`config.mk`:
```
export PLATFORM = sky130hd
export DESIGN_NAME = sbc_mode_ctrl
export DESIGN_NICKNAME = d
export VERILOG_FILES = /design/src/rtl/sbc_mode_pkg.sv /design/src/rtl/sbc_mode_fsm.sv /design/src/rtl/sbc_mode_reg.sv /design/src/rtl/sbc_read_port.sv /design/src/rtl/sbc_mode_ctrl.sv
export SDC_FILE = /design/constraint.sdc
export NUM_CORES = 1
export LEC_CHECK = 0
export CAP_MARGIN = 25
export CORE_UTILIZATION = 32
export CTS_CLUSTER_SIZE = 28
export DETAILED_ROUTE_END_ITERATION = 8
export PLACE_DENSITY = 0.7
export SYNTH_ARGS = -nofsm -noshare
export SYNTH_HDL_FRONTEND = slang
export SYNTH_SLANG_ARGS = --single-unit
```
`constraint.sdc`:
```
create_clock -name clk -period 5 [get_ports clk]
set_input_delay 1 -clock clk [delete_from_list [all_inputs] [get_ports clk]]
set_output_delay 1 -clock clk [all_outputs]
set_load 0.03 [all_outputs]
```
`src/rtl/sbc_mode_pkg.sv`:
```
package sbc_mode_pkg;
  typedef enum logic [2:0] {
    ST_OFF   = 3'd0,
    ST_RESET = 3'd1,
    ST_STBY  = 3'd2,
    ST_NORM  = 3'd3,
    ST_FNORM = 3'd4,
    ST_OTP   = 3'd5
  } op_state_t;

  localparam logic [2:0] MC_STBY = 3'b100;
  localparam logic [2:0] MC_NORM = 3'b111;

  function automatic logic is_up(op_state_t s);
    return (s == ST_STBY) || (s == ST_NORM) || (s == ST_FNORM);
  endfunction
endpackage

```
`src/rtl/sbc_mode_fsm.sv`:
```
module sbc_mode_fsm
  import sbc_mode_pkg::*;
(
  input  logic      clk,
  input  logic      rst_n,
  input  logic      bat_ok,
  input  logic      v1_uv,
  input  logic      ext_rst_req,
  input  logic      overtemp,
  input  logic      fnm_cfg,
  input  logic      go_normal,
  input  logic      go_standby,
  output op_state_t state,
  output logic      tx_hold
);
  op_state_t nxt;
  logic      rst_cause;
  logic      hold_nxt;

  assign rst_cause = ext_rst_req | v1_uv;

  always_comb begin
    nxt = state;
    if (!bat_ok) begin
      nxt = ST_OFF;
    end else begin
      unique case (state)
        ST_OFF:   nxt = ST_RESET;
        ST_OTP:   if (!overtemp) nxt = ST_RESET;
        default: begin
          if (overtemp)                   nxt = ST_OTP;
          else if (rst_cause)             nxt = ST_RESET;
          else if (state == ST_RESET)     nxt = fnm_cfg ? ST_FNORM : ST_STBY;
          else if (state == ST_STBY && go_normal)  nxt = ST_NORM;
          else if (state == ST_NORM && go_standby) nxt = ST_STBY;
        end
      endcase
    end
  end

  always_comb begin
    hold_nxt = 1'b0;
    if (nxt == ST_RESET && !v1_uv)
      hold_nxt = (state == ST_FNORM) || (state == ST_RESET && tx_hold);
  end

  always_ff @(posedge clk or negedge rst_n) begin
    if (!rst_n) begin
      state   <= ST_OFF;
      tx_hold <= 1'b0;
    end else begin
      state   <= nxt;
      tx_hold <= hold_nxt;
    end
  end
endmodule

```
`src/rtl/sbc_mode_reg.sv`:
```
module sbc_mode_reg
  import sbc_mode_pkg::*;
#(
  parameter int          ADDR_W    = 8,
  parameter int          DATA_W    = 8,
  parameter logic [7:0]  MODE_ADDR = 8'h01
) (
  input  logic              clk,
  input  logic              rst_n,
  input  op_state_t         state,
  input  logic              wr_fire,
  input  logic [ADDR_W-1:0] addr,
  input  logic [DATA_W-1:0] wdata,
  output logic [2:0]        mode_q,
  output logic              go_normal,
  output logic              go_standby
);
  logic [2:0] code;
  logic       code_ok;
  logic       hit;

  assign code    = wdata[2:0];
  assign code_ok = (code == MC_STBY) || (code == MC_NORM);
  assign hit     = wr_fire && (addr == ADDR_W'(MODE_ADDR)) && code_ok &&
                   ((state == ST_STBY) || (state == ST_NORM));

  assign go_normal  = hit && (code == MC_NORM);
  assign go_standby = hit && (code == MC_STBY);

  always_ff @(posedge clk or negedge rst_n) begin
    if (!rst_n)                 mode_q <= MC_STBY;
    else if (!is_up(state))     mode_q <= MC_STBY;
    else if (hit)               mode_q <= code;
  end
endmodule

```
`src/rtl/sbc_read_port.sv`:
```
module sbc_read_port
  import sbc_mode_pkg::*;
#(
  parameter int         ADDR_W     = 8,
  parameter int         DATA_W     = 8,
  parameter logic [7:0] MODE_ADDR  = 8'h01,
  parameter logic [7:0] MSTAT_ADDR = 8'h03,
  parameter logic [7:0] WSTAT_ADDR = 8'h05,
  parameter logic [7:0] IDENT_ADDR = 8'h7E,
  parameter logic [7:0] CFG_FIRST  = 8'h70,
  parameter logic [7:0] CFG_LAST   = 8'h74
) (
  input  logic              clk,
  input  logic              rst_n,
  input  op_state_t         state,
  input  logic              rd_fire,
  input  logic [ADDR_W-1:0] addr,
  input  logic [2:0]        mode_q,
  input  logic [DATA_W-1:0] ext_rdata,
  output logic              rsp_valid,
  output logic [DATA_W-1:0] rsp_data,
  output logic              rsp_err
);
  localparam int PAD_W = DATA_W - 3;

  logic              fn_allowed;
  logic              allowed;
  logic [DATA_W-1:0] src;

  assign fn_allowed = (addr == ADDR_W'(MSTAT_ADDR)) || (addr == ADDR_W'(WSTAT_ADDR)) ||
                      (addr == ADDR_W'(IDENT_ADDR)) ||
                      ((addr >= ADDR_W'(CFG_FIRST)) && (addr <= ADDR_W'(CFG_LAST)));
  assign allowed    = (state != ST_FNORM) || fn_allowed;
  assign src        = (addr == ADDR_W'(MODE_ADDR)) ? {{PAD_W{1'b0}}, mode_q} : ext_rdata;

  always_ff @(posedge clk or negedge rst_n) begin
    if (!rst_n) begin
      rsp_valid <= 1'b0;
      rsp_data  <= '0;
      rsp_err   <= 1'b0;
    end else begin
      rsp_valid <= rd_fire;
      if (rd_fire) begin
        rsp_data <= allowed ? src : '0;
        rsp_err  <= !allowed;
      end
    end
  end
endmodule

```
`src/rtl/sbc_mode_ctrl.sv`:
```
module sbc_mode_ctrl
  import sbc_mode_pkg::*;
#(
  parameter int         ADDR_W     = 8,
  parameter int         DATA_W     = 8,
  parameter int         WD_W       = 2,
  parameter logic [7:0] MODE_ADDR  = 8'h01,
  parameter logic [7:0] MSTAT_ADDR = 8'h03,
  parameter logic [7:0] WSTAT_ADDR = 8'h05,
  parameter logic [7:0] IDENT_ADDR = 8'h7E,
  parameter logic [7:0] CFG_FIRST  = 8'h70,
  parameter logic [7:0] CFG_LAST   = 8'h74
) (
  input  logic              clk,
  input  logic              rst_n,
  input  logic              bat_ok,
  input  logic              v1_uv,
  input  logic              ext_rst_req,
  input  logic              overtemp,
  input  logic              fnm_cfg,
  input  logic [WD_W-1:0]   wd_cfg,
  input  logic              req_valid,
  output logic              req_ready,
  input  logic              req_write,
  input  logic [ADDR_W-1:0] req_addr,
  input  logic [DATA_W-1:0] req_wdata,
  input  logic [DATA_W-1:0] ext_rdata,
  output logic              rsp_valid,
  output logic [DATA_W-1:0] rsp_data,
  output logic              rsp_err,
  output logic [2:0]        op_state,
  output logic              rst_out_n,
  output logic              v1_en,
  output logic              spi_en,
  output logic              wd_en,
  output logic              wd_window,
  output logic              tx_hold
);
  localparam logic [WD_W-1:0] WD_OFF = '0;
  localparam logic [WD_W-1:0] WD_WIN = WD_W'(2);

  op_state_t  state;
  logic [2:0] mode_q;
  logic       go_normal, go_standby;
  logic       wr_fire, rd_fire;

  assign spi_en    = is_up(state);
  assign req_ready = spi_en;
  assign wr_fire   = req_valid && req_ready && req_write;
  assign rd_fire   = req_valid && req_ready && !req_write;

  assign op_state  = state;
  assign rst_out_n = is_up(state);
  assign v1_en     = (state != ST_OFF) && (state != ST_OTP);
  assign wd_en     = ((state == ST_STBY) || (state == ST_NORM)) && (wd_cfg != WD_OFF);
  assign wd_window = (state == ST_NORM) && (wd_cfg == WD_WIN);

  sbc_mode_fsm u_fsm (
    .clk, .rst_n, .bat_ok, .v1_uv, .ext_rst_req, .overtemp, .fnm_cfg,
    .go_normal, .go_standby, .state, .tx_hold
  );

  sbc_mode_reg #(.ADDR_W(ADDR_W), .DATA_W(DATA_W), .MODE_ADDR(MODE_ADDR)) u_reg (
    .clk, .rst_n, .state, .wr_fire, .addr(req_addr), .wdata(req_wdata),
    .mode_q, .go_normal, .go_standby
  );

  sbc_read_port #(
    .ADDR_W(ADDR_W), .DATA_W(DATA_W), .MODE_ADDR(MODE_ADDR),
    .MSTAT_ADDR(MSTAT_ADDR), .WSTAT_ADDR(WSTAT_ADDR), .IDENT_ADDR(IDENT_ADDR),
    .CFG_FIRST(CFG_FIRST), .CFG_LAST(CFG_LAST)
  ) u_rd (
    .clk, .rst_n, .state, .rd_fire, .addr(req_addr), .mode_q, .ext_rdata,
    .rsp_valid, .rsp_data, .rsp_err
  );
endmodule

```
# Word level (Yosys, flattened, before mapping)
# Index checks and enable logic that the tools add are counted.
dict set report word_totals {
  n_memories 0
  latchBits 0
  output_inout_bits 20
  register_bits 17
  rom_bits 0
  wordCells 69
  mem_bits_rw 0
  inputBits 35
}
dict set report classes {
  n_eq_ne 16
  div 0
  mul 0
  add_sub_neg 0
  mux 14
  order_cmp 2
  shift 0
  reduce_logical 30
  bitwise 1
}
# op n
set op_table {}
lappend op_table {{2-to-1 mux 3 bit} 10}
lappend op_table {{logical AND 1 bit} 16}
lappend op_table {{2-to-1 mux 8 bit} 2}
lappend op_table {{equality test 3 bit, second input constant} 4}
lappend op_table {{equality test 8 x 1 -> 1 bit, second input constant} 1}
lappend op_table {{equality test 8 x 2 -> 1 bit, second input constant} 1}
lappend op_table {{equality test 8 x 3 -> 1 bit, second input constant} 1}
lappend op_table {{equality test 8 x 7 -> 1 bit, second input constant} 1}
lappend op_table {{greater-or-equal comparator 8 x 7 -> 1 bit, second input constant} 1}
lappend op_table {{less-or-equal comparator 8 x 7 -> 1 bit, second input constant} 1}
lappend op_table {{logical OR 1 bit} 8}
lappend op_table {{equality test 3 x 1 -> 1 bit, second input constant} 2}
lappend op_table {{equality test 3 x 2 -> 1 bit, second input constant} 2}
lappend op_table {{inequality test 3 bit, second input constant} 2}
lappend op_table {{case mux 3 bit (2 select lines)} 1}
lappend op_table {{logical NOT 1 bit} 3}
lappend op_table {{logical NOT 3 bit} 1}
lappend op_table {{nonzero test 3 bit} 1}
lappend op_table {{equality test 2 bit, second input constant} 1}
lappend op_table {{inequality test 2 x 1 -> 1 bit, second input constant} 1}
lappend op_table {{nonzero test 2 bit} 1}
lappend op_table {{2-to-1 mux 1 bit} 1}
lappend op_table {{OR 1 bit} 1}

# Depth between registers and ports, before layout
dict set report depth {
  word_depth 20
  depth_mapped 6
  depth_no_buf 4
}

# Hierarchy
# A second synthesis with hierarchy kept.
dict set report unflattened {
  hier_cells 115
  hier_area_um2 1099.8
}
# mod n_inst seq_area_each_um2 cells_per_inst area_each_um2
set by_module_without_submodules {}
lappend by_module_without_submodules {sbc_read_port 1 250.2 56 563.0}
lappend by_module_without_submodules {sbc_mode_fsm 1 100.1 25 241.5}
lappend by_module_without_submodules {sbc_mode_reg 1 76.3 19 207.7}
lappend by_module_without_submodules {sbc_mode_ctrl 1 0.0 15 87.6}

# Least setup slack after synthesis
# Ideal clock, no wire load.
dict set report synth_path {
  path_kind {register to output}
  start {register u_fsm.state[1]}
  end {output rst_out_n}
  path_stages_with_launch 6
  t_arrival_ps 1599
  n_path_buf 2
  required_time_ps 4000
  setup_slack_ps 2401
  cell_sequence {dfrtp_1 -> buf_2 -> nor3b_1 -> nor2_1 -> inv_1 -> buf_4}
}
dict set report synth_between {
  elab_chain_len 3
  elab_cells_between_ends 5
  cone_classes {3 x eq/ne; 2 x reduce/logical}
}
# item line_no
set synth_lines {}
lappend synth_lines {{start: declaration} sbc_mode_fsm.sv:13} ;# output op_state_t state,
lappend synth_lines {{start signal: assignment} sbc_mode_fsm.sv:52} ;# state <= nxt;
lappend synth_lines {{equality test 3 x 2 -> 1 bit} --}
lappend synth_lines {{logical OR 1 bit} --}
lappend synth_lines {{logical OR 1 bit (*)} --}
lappend synth_lines {{end: declaration} sbc_mode_ctrl.sv:32} ;# output logic rst_out_n,
# Every way passes the cells marked *; elsewhere a longest branch is shown, timed or not.

# Final worst setup path
dict set report layout_path {
  start {input wd_cfg[1]}
  end {output wd_window}
}
dict set report layout_between {
  elab_chain_len 2
}
# item line_no
set layout_lines {}
lappend layout_lines {{start: declaration} sbc_mode_ctrl.sv:21} ;# input logic [WD_W-1:0] wd_cfg,
lappend layout_lines {{equality test 2 bit} sbc_mode_ctrl.sv:56} ;# assign wd_window = (state == ST_NORM) && (wd_cfg == WD_WIN);
lappend layout_lines {{logical AND 1 bit} sbc_mode_ctrl.sv:56}
lappend layout_lines {{end: declaration} sbc_mode_ctrl.sv:36} ;# output logic wd_window,
# Every way passes these cells.

==> metrics.md <==
| Metric | Value |
|---|---|
| RSZ-0062 raised after global routing | false |
| Detailed-route via count | just over 1000 |
| Busiest grt layer | met2 |
| Post-DP Area | between 1500 and 2000 µm² |
| Cts bufs inserted | 3 |
| Drt drc | 0 |
| Syn nets | between 100 and 150 |
| Count of final hold-check violations | 0 |
| I/O pins | 55 |
| DP Cell Count | about 200 |
| Hold WS | 0.488 ns |
| Static leakage | just under 0.7 nW |
| Input/output buffers | between 40 and 50 |
| Nets@finish | around 200 |
| Async set-reset flop share out of synthesis | 100% |
| Sw Ratio | between 30 and 40% |
| Gr usage total | around 16% |
| Tmin final | around 3.3 ns |
| CTS Hold Bufs | 0 |
| Setup CP Type | primary input to output port |
| Number of antenna violations at the first check in global routing | 0 |
| Period utilisation layout | about two thirds |
| Max incr delay on CP | around 0.67 ns |
| Yosys Warn Count | 0 |
| First-pass GRT wire length | 4.20 mm |
| Int Power | ~0.00026 W |
| FF+latch area | between 400 and 500 µm² |
| Clk_skew | approximately 0.0025 ns |
| Largest net degree at the start of global routing | 18 |
| Clock Path Buffers | 2 |
| Buf+Inv Stages, Crit Path | 2 |
| DRT iter0 DRCs | 40 |
| Max-slew violation count | 0 |
| PwrDens | 249 nW/µm² |
| Seq/Total Area, Yosys | between 40% and 50% |
| Met2 usage | 27.3% |
| Post-synth top cells | 17 x nand2_1, 16 x dfrtp_1, 12 x o31ai_1 |
| Initial Utilization | 33.9% |
| Top-count cell post-synth | nand2_1 |
| CP Launch Type | primary input |
| First-pass DRT Iterations | 4 |
| Cell Count, Final, Fillers Out | approximately 210 |
| Clock transition at path regs | roughly 0.090 ns |
| Critical path arrival | between 2 and 2.5 ns |
| #FFs+latches synth | 17 |
| Clk sinks | 17 |
| Post-route ant nets | 0 |
| Top post-synthesis cells by area | dfrtp_1 39%, o31ai_1 8.7%, nand2_1 6.2% |
| Max FO, Critical Path | 2 |
| GR Layer Usage met3 | around 2.4% |
| Final setup viols | 0 |
| Synth area leader | dfrtp_1 |
| Synth top area share | about two fifths |
| Mean Syn Cell Area | ~9.1 µm² |
| Top achievable clock speed | 0.300 GHz |
| Std cell rows | 20 |
| Routability cong. | between 0.8 and 0.9 |
| DP Wirelength | 1.99 mm |
| Comb power frac | a little under 40% |
| Clk_lat worst skew | between 0.2 and 0.3 ns |
| Post-CTS sizing | 0 |
| Number of synthesized flops with an enable pin | 0 |
| Sequential share of power | 42.5% |
| Fill cells | a little over 300 |
| Psw | between 0.0001 and 0.00015 W |
| Via density | just under 5 |
| CP Capture Type | output port |
| Fraction of layout instances using a drive strength above 1 | ~7.4% |
| Grt met1 use | between 10% and 20% |
| Total power | 0.000394 W |
| Status | completed |
| Post-Route Setup TNS | 0 ns |
| Design Area, Final | 1590 µm² |
| Die X | around 59 µm |
| Top FF cell, synth | dfrtp_1 |
| Routed length per instance | 12.2 µm |
| Synthesized area | approximately 1000 µm² |
| Core area | a little over 3000 µm² |
| Die height | around 59 µm |
| ANT cells | 0 |
| Peak supply drop | around 88 µV |
| Clk pwr share | 18.8% |
| Slew HR | 49.7% |
| Max-Cap Viols | 0 |
| Die Area | roughly 3500 µm² |
| Vias in the first global route | between 900 and 1000 |
| Slowest-stage cell, CP | clkdlybuf4s50_1 |
| Cells after Synth | 113 |
| CP cell instances | clkdlybuf4s50_1, nand3_1, nor2_1, clkdlybuf4s50_1 |
| Synth-to-Final Area Change | 53.4% |
| Grt total ovfl | 0 |
| DRT Wirelength | between 2 and 3 mm |
| Root buf cell | clkbuf_4 |
| H-tree levels | 1 |
| Multi-input gate area | ~550 µm² |
| Cell mode on critical path | clkdlybuf4s50_1 |
| Tightest Pin Transition | between 0.7 and 0.8 ns |
| Synth cell types | 38 |
| Crit-path leading delay family | buffers and inverters |
| Req. time, crit path | approximately 4.0 ns |
| Tightest Hold Check Type | register to register |
| Post CTS Setup Buffer Count | 0 |
| CTS tree | yes |
[registers in the layout (all words and copies together) (netlist names)]
signal	cells
u_rd.rsp_data	8
u_fsm.state	3
u_reg.mode_q	3
u_fsm.tx_hold	1
u_rd.rsp_err	1
u_rd.rsp_valid	1
[layout make-up]
| cell class | count | share of cell area [%] |
|---|---|---|
| Multi-Input combinational cell | 84 | 34.9 |
| Timing Repair Buffer | 50 | 31.4 |
| Tap cell | 44 | 3.47 |
| Inverter | 7 | 1.66 |
| Clock buffer | 4 | 1.66 |
| Sequential cell | 17 | 26.9 |
[worst register-to-register path: stages, from the launching register on]
cell	delay [ns]
dfrtp_1	0.56
nor2b_1	0.31
nand4_1	0.22
or4b_4	0.59
a21oi_1	0.15
[per-layer routing]
metal / up-vias / part of all wire [%]
li1: 510 / -
met1: 475 / 45
met2: 30 / 49
met3: 5 / 3.9
met4: 0 / 2.3
met5: - / 0
[power by group through the flow]
stage / Sequential [W] / Combinational [W] / Clock [W]
global placement: 0.000169 / 0.000151 / 0
finish: 0.000168 / 0.000152 / 0.0000740
CTS: 0.000168 / 0.000154 / 0.0000740
floorplan: 0.000207 / 0.0000392 / 0
global route: 0.000170 / 0.000165 / 0.0000803
detailed placement: 0.000170 / 0.000154 / 0
[worst paths after layout]
| check | startpoint | slack, ns | cells after the start | to |
|---|---|---|---|---|
| worst min-delay path | u_rd.rsp_data[1] | 0.49 | 2 | u_rd.rsp_data[1] |
| worst min register to register | u_rd.rsp_data[1] | 0.49 | 2 | u_rd.rsp_data[1] |
| worst max register to register | u_fsm.state[1] | 3.10 | 4 | u_reg.mode_q[0] |
| max in group asynchronous | rst_n | 3.39 | 1 | u_rd.rsp_data[2] |
| worst max-delay path | wd_cfg[1] | 1.67 | 4 | wd_window |
| min in group asynchronous | rst_n | 1.14 | 1 | u_rd.rsp_data[7] |
[cell usage in the layout, fill, tap and decap left out, types with 2 or more instances in the layout]
master	synthesis	layout
a21oi_1	4	4
a31oi_1	2	2
clkbuf_4	0	3
clkdlybuf4s50_1	0	49
dfrtp_1	16	16
inv_1	7	7
mux2i_1	3	3
nand2_1	17	17
nand3_1	3	3
nand3_2	2	2
nor2_1	7	7
nor2b_1	4	4
nor3_1	3	3
nor3b_1	2	2
o21a_1	2	2
o31ai_1	12	12
or3_1	3	3
xor2_1	2	2
[stage by stage]
step	worst slack [ns]	util, %
after floorplan	2.40	-
after detailed placement	1.66	51.1
final	1.67	51.9
after CTS	1.65	51.9
after global placement	1.68	51.1
after global routing	1.60	51.9
[cells by family (layout without fill, tap and decap cells)]
group / count (synthesis) / after routing / synth area share, %
AO/OA/AOI/OAI: 28 / 28 / 19.5
XOR/XNOR: 2 / 2 / 1.70
buffers and inverters: 12 / 61 / 5.21
flip-flops: 17 / 17 / 41.3
multiplexers: 4 / 4 / 4.00
AND/OR/NAND/NOR: 50 / 50 / 28.3
Power figures use the tool's default switching activity.
